===== src/rtl/sdram_rd_pkg.sv =====
// Shared constants, the launch record and the burst column function
// for the SDRAM read burst sequencer.
// Assumes: burst lengths of at most 8, so a 4-bit word index suffices.
package sdram_rd_pkg;

    localparam int COL_W  = 9;
    localparam int BANK_W = 2;
    localparam int NBANK  = 1 << BANK_W;
    localparam int IDX_W  = 4;

    typedef struct packed {
        logic              ileave;
        logic [BANK_W-1:0] bank;
        logic [COL_W-1:0]  col;
    } rd_launch_t;

    // Column of word idx in a burst that starts at start, group of 2**lg words.
    function automatic logic [COL_W-1:0] burst_col(
        input logic [COL_W-1:0] start,
        input logic [IDX_W-1:0] idx,
        input logic             ileave,
        input int unsigned      lg
    );
        logic [COL_W-1:0] mask;
        logic [COL_W-1:0] ext;
        mask = COL_W'((1 << lg) - 1);
        ext  = {{(COL_W-IDX_W){1'b0}}, idx};
        if (ileave)
            return start ^ (ext & mask);
        return (start & ~mask) | ((start + ext) & mask);
    endfunction

endpackage


===== src/rtl/sdram_rd_cl_pipe.sv =====
// CAS-latency delay line: carries a strobe and its payload DEPTH cycles.
// Assumes: DEPTH >= 1; the payload is only meaningful where the strobe is set.
module sdram_rd_cl_pipe #(
    parameter int DEPTH = 2,
    parameter int W     = 12
) (
    input  logic         clk,
    input  logic         rst_n,
    input  logic         in_vld,
    input  logic [W-1:0] in_data,
    output logic         out_vld,
    output logic [W-1:0] out_data
);

    logic [DEPTH-1:0] vld_q;
    logic [W-1:0]     data_q [DEPTH];

    // Shift the strobe, cleared by reset.
    always_ff @(posedge clk) begin
        if (!rst_n) begin
            vld_q <= '0;
        end else begin
            vld_q[0] <= in_vld;
            for (int s = 1; s < DEPTH; s++)
                vld_q[s] <= vld_q[s-1];
        end
    end

    // Shift the payload alongside the strobe.
    always_ff @(posedge clk) begin
        data_q[0] <= in_data;
        for (int s = 1; s < DEPTH; s++)
            data_q[s] <= data_q[s-1];
    end

    assign out_vld  = vld_q[DEPTH-1];
    assign out_data = data_q[DEPTH-1];

endmodule


===== src/rtl/sdram_rd_burst_gen.sv =====
// Burst generator: on a launch, outputs the start word at once and then the
// remaining BURST_LEN-1 words one per cycle; a new launch restarts it.
// Assumes: BURST_LEN is 1, 2, 4 or 8.
module sdram_rd_burst_gen
    import sdram_rd_pkg::*;
#(
    parameter int BURST_LEN = 4
) (
    input  logic              clk,
    input  logic              rst_n,
    input  logic              launch_vld,
    input  rd_launch_t        launch,
    output logic              dq_valid,
    output logic [BANK_W-1:0] dq_bank,
    output logic [COL_W-1:0]  dq_col
);

    localparam int unsigned LG = $clog2(BURST_LEN);
    localparam logic [IDX_W-1:0] LAST_IDX = IDX_W'(BURST_LEN - 1);

    logic             act_q;
    logic [IDX_W-1:0] idx_q;
    logic [COL_W-1:0] start_q;
    logic             ileave_q;

    // Word sequencing: a launch has priority over the burst already running.
    always_ff @(posedge clk) begin
        if (!rst_n) begin
            act_q    <= 1'b0;
            idx_q    <= '0;
            start_q  <= '0;
            ileave_q <= 1'b0;
            dq_valid <= 1'b0;
            dq_bank  <= '0;
            dq_col   <= '0;
        end else if (launch_vld) begin
            act_q    <= (BURST_LEN > 1);
            idx_q    <= IDX_W'(1);
            start_q  <= launch.col;
            ileave_q <= launch.ileave;
            dq_valid <= 1'b1;
            dq_bank  <= launch.bank;
            dq_col   <= launch.col;
        end else if (act_q) begin
            dq_valid <= 1'b1;
            dq_col   <= burst_col(start_q, idx_q, ileave_q, LG);
            idx_q    <= idx_q + IDX_W'(1);
            act_q    <= (idx_q != LAST_IDX);
        end else begin
            dq_valid <= 1'b0;
        end
    end

endmodule


===== src/rtl/sdram_rd_apre_timer.sv =====
// Auto-precharge timer for one bank: fire is high exactly BURST_LEN cycles
// after the arming edge, for one cycle.
// Assumes: re-arming restarts the count.
module sdram_rd_apre_timer #(
    parameter int BURST_LEN = 4
) (
    input  logic clk,
    input  logic rst_n,
    input  logic arm,
    output logic fire
);

    logic [3:0] cnt_q;

    // Load on arm, count down to zero otherwise.
    always_ff @(posedge clk) begin
        if (!rst_n)
            cnt_q <= '0;
        else if (arm)
            cnt_q <= 4'(BURST_LEN);
        else if (cnt_q != '0)
            cnt_q <= cnt_q - 4'd1;
    end

    assign fire = (cnt_q == 4'd1);

endmodule


===== src/rtl/sdram_rd_burst_seq.sv =====
// SDRAM read burst sequencer top: delays each READ by the CAS latency,
// generates its burst of columns, and times auto-precharge per bank.
// Assumes: CAS_LAT is 2 or 3, BURST_LEN is 1, 2, 4 or 8, at most one READ per cycle.
module sdram_rd_burst_seq
    import sdram_rd_pkg::*;
#(
    parameter int CAS_LAT   = 3,
    parameter int BURST_LEN = 4
) (
    input  logic              clk,
    input  logic              rst_n,
    input  logic              rd_cmd,
    input  logic [BANK_W-1:0] rd_bank,
    input  logic [COL_W-1:0]  rd_col,
    input  logic              rd_autopre,
    input  logic              rd_ileave,
    output logic              dq_valid,
    output logic [BANK_W-1:0] dq_bank,
    output logic [COL_W-1:0]  dq_col,
    output logic [NBANK-1:0]  pre_start
);

    localparam int PIPE_DEPTH = CAS_LAT - 1;
    localparam int REQ_W      = $bits(rd_launch_t);

    rd_launch_t       req_in;
    rd_launch_t       req_out;
    logic [REQ_W-1:0] req_out_vec;
    logic             launch_vld;

    // Pack the command fields for the delay line.
    always_comb begin
        req_in.ileave = rd_ileave;
        req_in.bank   = rd_bank;
        req_in.col    = rd_col;
    end

    sdram_rd_cl_pipe #(
        .DEPTH (PIPE_DEPTH),
        .W     (REQ_W)
    ) u_pipe (
        .clk      (clk),
        .rst_n    (rst_n),
        .in_vld   (rd_cmd),
        .in_data  (req_in),
        .out_vld  (launch_vld),
        .out_data (req_out_vec)
    );

    assign req_out = rd_launch_t'(req_out_vec);

    sdram_rd_burst_gen #(
        .BURST_LEN (BURST_LEN)
    ) u_gen (
        .clk        (clk),
        .rst_n      (rst_n),
        .launch_vld (launch_vld),
        .launch     (req_out),
        .dq_valid   (dq_valid),
        .dq_bank    (dq_bank),
        .dq_col     (dq_col)
    );

    for (genvar b = 0; b < NBANK; b++) begin : g_bank
        logic arm;
        assign arm = rd_cmd && rd_autopre && (rd_bank == BANK_W'(b));

        sdram_rd_apre_timer #(
            .BURST_LEN (BURST_LEN)
        ) u_apre (
            .clk   (clk),
            .rst_n (rst_n),
            .arm   (arm),
            .fire  (pre_start[b])
        );
    end

endmodule


===== config.mk =====
export PLATFORM = sky130hd
export DESIGN_NAME = sdram_rd_burst_seq
export DESIGN_NICKNAME = d
export VERILOG_FILES = /design/src/rtl/sdram_rd_pkg.sv /design/src/rtl/sdram_rd_cl_pipe.sv /design/src/rtl/sdram_rd_burst_gen.sv /design/src/rtl/sdram_rd_apre_timer.sv /design/src/rtl/sdram_rd_burst_seq.sv
export SDC_FILE = /design/constraint.sdc
export NUM_CORES = 1
export LEC_CHECK = 0
export BUFFER_PORTS_ARGS = -buffer_cell sky130_fd_sc_hd__buf_4
export CORE_ASPECT_RATIO = 1.25
export CORE_MARGIN = 5
export CORE_UTILIZATION = 45
export DETAILED_ROUTE_END_ITERATION = 16
export PLACE_DENSITY_LB_ADDON = 0.05
export SLEW_MARGIN = 10
export SYNTH_ARGS = -nofsm -noshare
export SYNTH_HDL_FRONTEND = slang
export SYNTH_SLANG_ARGS = --single-unit
export TNS_END_PERCENT = 1

===== constraint.sdc =====
create_clock -name clk -period 1.6 [get_ports clk]
set_clock_uncertainty 0.2 [all_clocks]
set_input_delay 0 -clock clk [delete_from_list [all_inputs] [get_ports clk]]
set_output_delay 0 -clock clk [all_outputs]
set_load 0.1 [all_outputs]

=== Word level (Yosys, flattened, before mapping) ===
Memory sizes are Yosys's and may differ from the RTL's.
Index checks and enable logic that the tools add are counted.
Widths: inputs -> output; s select.

* RAM bits: 24
* Output and inout port bits: 16
* Bits in registers: 45
* Memories kept: 1
* Bits of input ports: 16

{| class="wikitable"
|+ Memories
! name !! depth !! bits a word !! rd ports !! clocked after memory_dff !! wr ports !! RTL line !! text
|-
| u_pipe.data_q || 2 || 12 || 2 || 0 || 2 || sdram_rd_cl_pipe.sv:16 || <nowiki>logic [W-1:0] data_q [DEPTH];</nowiki>
|}

* Equality and inequality tests: 8
* Reductions and logical operators: 20
* Add/subtract/negate cells: 6
* Bitwise operators: 3
* Muxes and demuxes: 22

{| class="wikitable"
|+ Operator list
! cell !! count
|-
| $mux 9 || 4
|-
| $mux 3 || 8
|-
| $eq 4x1->1 const B || 4
|-
| $reduce_bool 4->1 || 4
|-
| $sub 4x1->4 const B || 4
|-
| $mux 1 || 10
|-
| $reduce_bool 2->1 || 5
|-
| $reduce_or 2->1 || 5
|-
| $or 9x2->9 || 1
|-
| $xor 9x2->9 || 1
|-
| $logic_and 1x1->1 || 5
|-
| $add 4x1->4 const B || 1
|-
| $eq 2x2->1 const B || 2
|-
| $ne 4x2->1 const B || 1
|-
| $add 2x2->2 || 1
|-
| $eq 2x1->1 const B || 1
|-
| $logic_not 2->1 || 1
|-
| $not 1->1 || 1
|}

=== Longest topological paths before layout ===
* Depth in word-level cells: 7
* Depth in mapped cells: 5
* Gate-level depth less buffers: 5

=== By module ===
From an unflattened synthesis, not the netlist that was laid out.

* Cell total of the unflattened synthesis: 252
* Area, all modules: 2736.4 um^2

{| class="wikitable"
|+ Modules (own cells, without submodules)
! module !! instances !! area an instance (um^2) !! cells each
|-
| sdram_rd_burst_gen || 1 || 1142.3 || 108
|-
| sdram_rd_apre_timer || 4 || 231.5 || 25
|-
| sdram_rd_cl_pipe || 1 || 623.1 || 40
|-
| sdram_rd_burst_seq || 1 || 45.0 || 4
|}

=== Worst setup path before layout ===
Ideal clock, no wire load.

* Kind: reg2reg
* Start point: register u_gen.dq_col[0] (netlist name)
* End point: register u_gen.dq_col[0]
* Required time: 1.340 ns
* Arrival: 1.328 ns
* Stages on the path, launching flop included: 4
* Setup time: 0.060 ns
* Setup slack: 0.012 ns
* Cells stage by stage: dfxtp_1 > mux2i_1 > o21ai_0 > and2_1

{| class="wikitable"
|+ RTL lines
! what !! RTL line !! text
|-
| end signal, assigned || sdram_rd_burst_gen.sv:43 || <nowiki>dq_col <= launch.col;</nowiki>
|-
| end signal, assigned || sdram_rd_burst_gen.sv:46 || <nowiki>dq_col <= burst_col(start_q, idx_q, ileave_q, LG);</nowiki>
|-
| end, declared || sdram_rd_burst_gen.sv:15 || <nowiki>output logic [COL_W-1:0] dq_col</nowiki>
|}

=== Worst setup path in the final report ===
* Start point: register g_bank[0].u_apre.cnt_q[1]
* End point: output pre_start[0]

* Word-level cells in the longest chain between the ends: 1

{| class="wikitable"
|+ RTL lines
! what !! RTL line !! text
|-
| start, declared || sdram_rd_apre_timer.sv:13 || <nowiki>logic [3:0] cnt_q;</nowiki>
|-
| start signal, assigned || sdram_rd_apre_timer.sv:20 || <nowiki>cnt_q <= 4'(BURST_LEN);</nowiki>
|-
| start signal, assigned || sdram_rd_apre_timer.sv:22 || <nowiki>cnt_q <= cnt_q - 4'd1;</nowiki>
|-
| $eq 4x1->1 || sdram_rd_apre_timer.sv:25 || <nowiki>assign fire = (cnt_q == 4'd1);</nowiki>
|-
| end, declared || sdram_rd_burst_seq.sv:20 || <nowiki>output logic [NBANK-1:0] pre_start</nowiki>
|}

Every way passes these cells.

==> results.py <==
metrics = {
    "timing": {
        "final-setup-viol-count": 0,
        "rsz0062_at_grt": "yes",
        "drv_slew": 0,
        "finalCritPeriodShare_pct": 98.23,
        "tightest_slew_ps": 486.4,
        "max_freq_mhz": 636.2,
        "layout_setup_ws_ps": 28.26,
        "timing.final.crit_period_ps": 1572,
        "finalHoldViolCount": 0,
        "max_slew_margin_pct": 67.30,
    },
    "pwr": {
        "power.density_nw_per_um2": 1634,
        "ir_worst_vdd_v": 0.0008739,
        "power_leakage_uw": 0.001414,
        "finalPower_uw": 5343,
    },
    "clock_tree": {
        "cts_tree": "yes",
        "clkTransAtPathRegs_ps": 80,
        "cts_root_buf": "clkbuf_8",
        "cts_buffers": 9,
        "postCtsSetupBuffers": 0,
        "insertion_delay_ps": 340,
        "cts.sinks": 69,
        "cts_max_path_buffers": 2,
        "cts_max_level": 3,
    },
    "flow_run": {
        "cap_violations": 0,
    },
    "global_route": {
        "grt_pass1_wl_um": 7776,
        "grt_pass1_vias": 1720,
        "overflow": 0,
        "antenna_found_initial": 0,
        "grt_max_degree": 35,
        "track_usage_pct": 13.38,
    },
    "floorplanning": {
        "pin_count": 32,
        "die-area_um2": 7335,
        "dieHeight_um": 94.51,
        "rows": 30,
        "start_util_pct": 46.92,
        "core_um2": 5480,
        "die_w_um": 77.61,
    },
    "critical_path": {
        "cp_data_required_time_ps": 1400,
        "critPathBufInv": 2,
        "critical_path_arrival_ps": 1370,
        "critPathKind": "register to primary output",
        "slowest_stage": "dfxtp_1",
        "crit_chain": "inv_1, ha_1, nor3b_1, clkbuf_8",
        "cpPeakStageDelay_ps": 320,
        "critical_path.top_delay_family": "buffers and inverters",
        "cp-start-kind": "register",
        "crit_fanout": 3,
        "crit_path_end_kind": "primary output",
    },
    "place": {
        "routabilityCongestion": 0.7334,
        "hpwl_um": 2877,
        "io_buffers": 31,
        "pre_cts_ws_ps": 66.97,
        "place_inst": 325,
        "postPlaceCellArea_um2": 2841,
    },
    "yosys": {
        "synth_cells": 236,
        "syn_area_per_cell_um2": 10.89,
        "synth-seq-cells": 69,
        "syn-num-nets": 262,
        "synth_cell_types": 34,
        "ys_seq_area_share_pct": 53.72,
        "syn-cell-area_um2": 2571,
        "yosys_warnings": 0,
    },
    "layout": {
        "fin_cells": 357,
        "finalInstanceArea_um2": 3271,
        "drive_gt1_share_pct": 24.91,
        "syn_to_final_growth_pct": 27.20,
        "most-common-layout-cells": "66 x dfxtp_1, 33 x buf_4, 25 x mux2i_1",
        "finish.utilization_pct": 59.68,
        "num-fill-cells": 484,
        "insertedDiodeCount": 0,
        "fin_nets": 314,
        "final_common_cell": "dfxtp_1",
    },
    "routing": {
        "drt_iter0_markers": 51,
        "wl_per_cell_um": 12.25,
        "num_vias": 1712,
        "drc": 0,
        "drtAntennaViolNets": 0,
        "via_per_inst": 4.796,
        "wirelength_um": 4372,
        "dr.pass1.iters": 4,
    },
    "worst_hold_path": {
        "hold_class": "input pin to register",
    },
    "outcome": {
        "status": "completed",
    },
}
## Yosys cell counts
| master | n | area share (%) |
|---|---|---|
| a211oi_2 | 4 | 1.9 |
| a21boi_0 | 5 | 1.5 |
| a21oi_1 | 1 | 0.19 |
| a31oi_1 | 1 | 0.24 |
| and2_1 | 4 | 0.97 |
| buf_2 | 1 | 0.19 |
| buf_4 | 5 | 1.5 |
| buf_6 | 3 | 1.3 |
| clkbuf_1 | 3 | 0.44 |
| dfxtp_1 | 69 | 54 |
| ha_1 | 10 | 4.9 |
| inv_1 | 9 | 1.3 |
| inv_2 | 2 | 0.29 |
| mux2_2 | 2 | 0.88 |
| mux2i_1 | 25 | 9.7 |
| nand2_1 | 19 | 2.8 |
| nand2b_1 | 1 | 0.24 |
| nand3_1 | 2 | 0.39 |
| nand4_1 | 2 | 0.49 |
| nand4b_1 | 1 | 0.34 |
| nor2_1 | 20 | 2.9 |
| nor2b_1 | 10 | 2.4 |
| nor3_1 | 5 | 0.97 |
| nor3b_1 | 4 | 1.2 |
| o211a_1 | 6 | 2.3 |
| o21a_1 | 3 | 0.88 |
| o21ai_0 | 4 | 0.78 |
| o31ai_1 | 1 | 0.29 |
| o41a_1 | 1 | 0.44 |
| or3_1 | 1 | 0.24 |
| or3b_1 | 2 | 0.68 |
| or3b_4 | 2 | 0.88 |
| xnor2_1 | 5 | 1.7 |
| xor2_1 | 3 | 1.0 |
## per-layer routing
| layer | part of all wire, % | wire [um] | global-route usage [%] | vias to the layer above |
|---|---|---|---|---|
| li1 | - | - | - | 897 |
| met1 | 46 | 2007 | 15.61 | 780 |
| met4 | 2.2 | 96 | 8.166 | 0 |
| met2 | 48 | 2083 | 21.52 | 27 |
| met3 | 4.2 | 184 | 3.912 | 8 |
| met5 | 0 | 0 | 0 | - |
## report_power, final
part | total [uW] | internal, uW | switching [uW]
Sequential | 2110 | 1940 | 176
Combinational | 1670 | 741 | 932
Clock | 1560 | 885 | 674
Total | 5340 | 3560 | 1780
## final timing paths
path                                                start                        end  slack (ps)  cells after the start
worst max-delay path            g_bank[0].u_apre.cnt_q[1]               pre_start[0]          30                      4
worst min-delay path                            rd_col[8]        u_pipe.data_q[0][8]         110                      2
worst max register to register  g_bank[0].u_apre.cnt_q[1]  g_bank[0].u_apre.cnt_q[0]          70                      5
worst min register to register        u_pipe.data_q[0][7]       u_pipe.data_q[0][19]         130                      0
## registers in the layout, summed over array words and instances (netlist names)
signal	count
u_pipe.data_q	24
u_gen.act_q	1
u_gen.dq_col	9
u_pipe.vld_q	2
u_gen.idx_q	4
u_gen.ileave_q	1
u_gen.dq_bank	2
u_gen.start_q	9
g_bank.u_apre.cnt_q	16
u_gen.dq_valid	1
## stage by stage
stage	setup TNS [ps]	hold slack [ps]
after floorplan	0	-172.3
after global placement	0	-95.81
after detailed placement	0	-94.54
after CTS	0	80.54
after global routing	-109.9	97.00
final	0	108.2
## what timing repair did
| action | 4_1_cts | 5_1_grt |
|---|---|---|
| hold endpoints to repair | 57 | 0 |
| gates resized for setup | 4 | 10 |
| endpoints found under the setup margin | 3 | 12 |
| hold buffers | 16 | 0 |
## kinds of logic after synthesis
kind of cell	synth area share [%]
AND/OR/NAND/NOR	14.50
flip-flops	53.72
multiplexers	10.61
AO/OA/AOI/OAI	8.565
buffers and inverters	5.012
adder cells (fa/ha/maj)	4.866
XOR/XNOR	2.725
## layout make-up
| type | count | area, um^2 | share of cell area, % |
|---|---|---|---|
| clock buffers | 9 | 123.9 | 3.787 |
| clock inverters | 7 | 98.84 | 3.022 |
| inverters | 11 | 41.29 | 1.262 |
| multi-input cells | 144 | 1086 | 33.21 |
| flip-flops and latches | 69 | 1385 | 42.35 |
| well taps | 64 | 80.08 | 2.448 |
| repair buffers | 53 | 455.4 | 13.93 |
(Power assumes the default switching activity.)
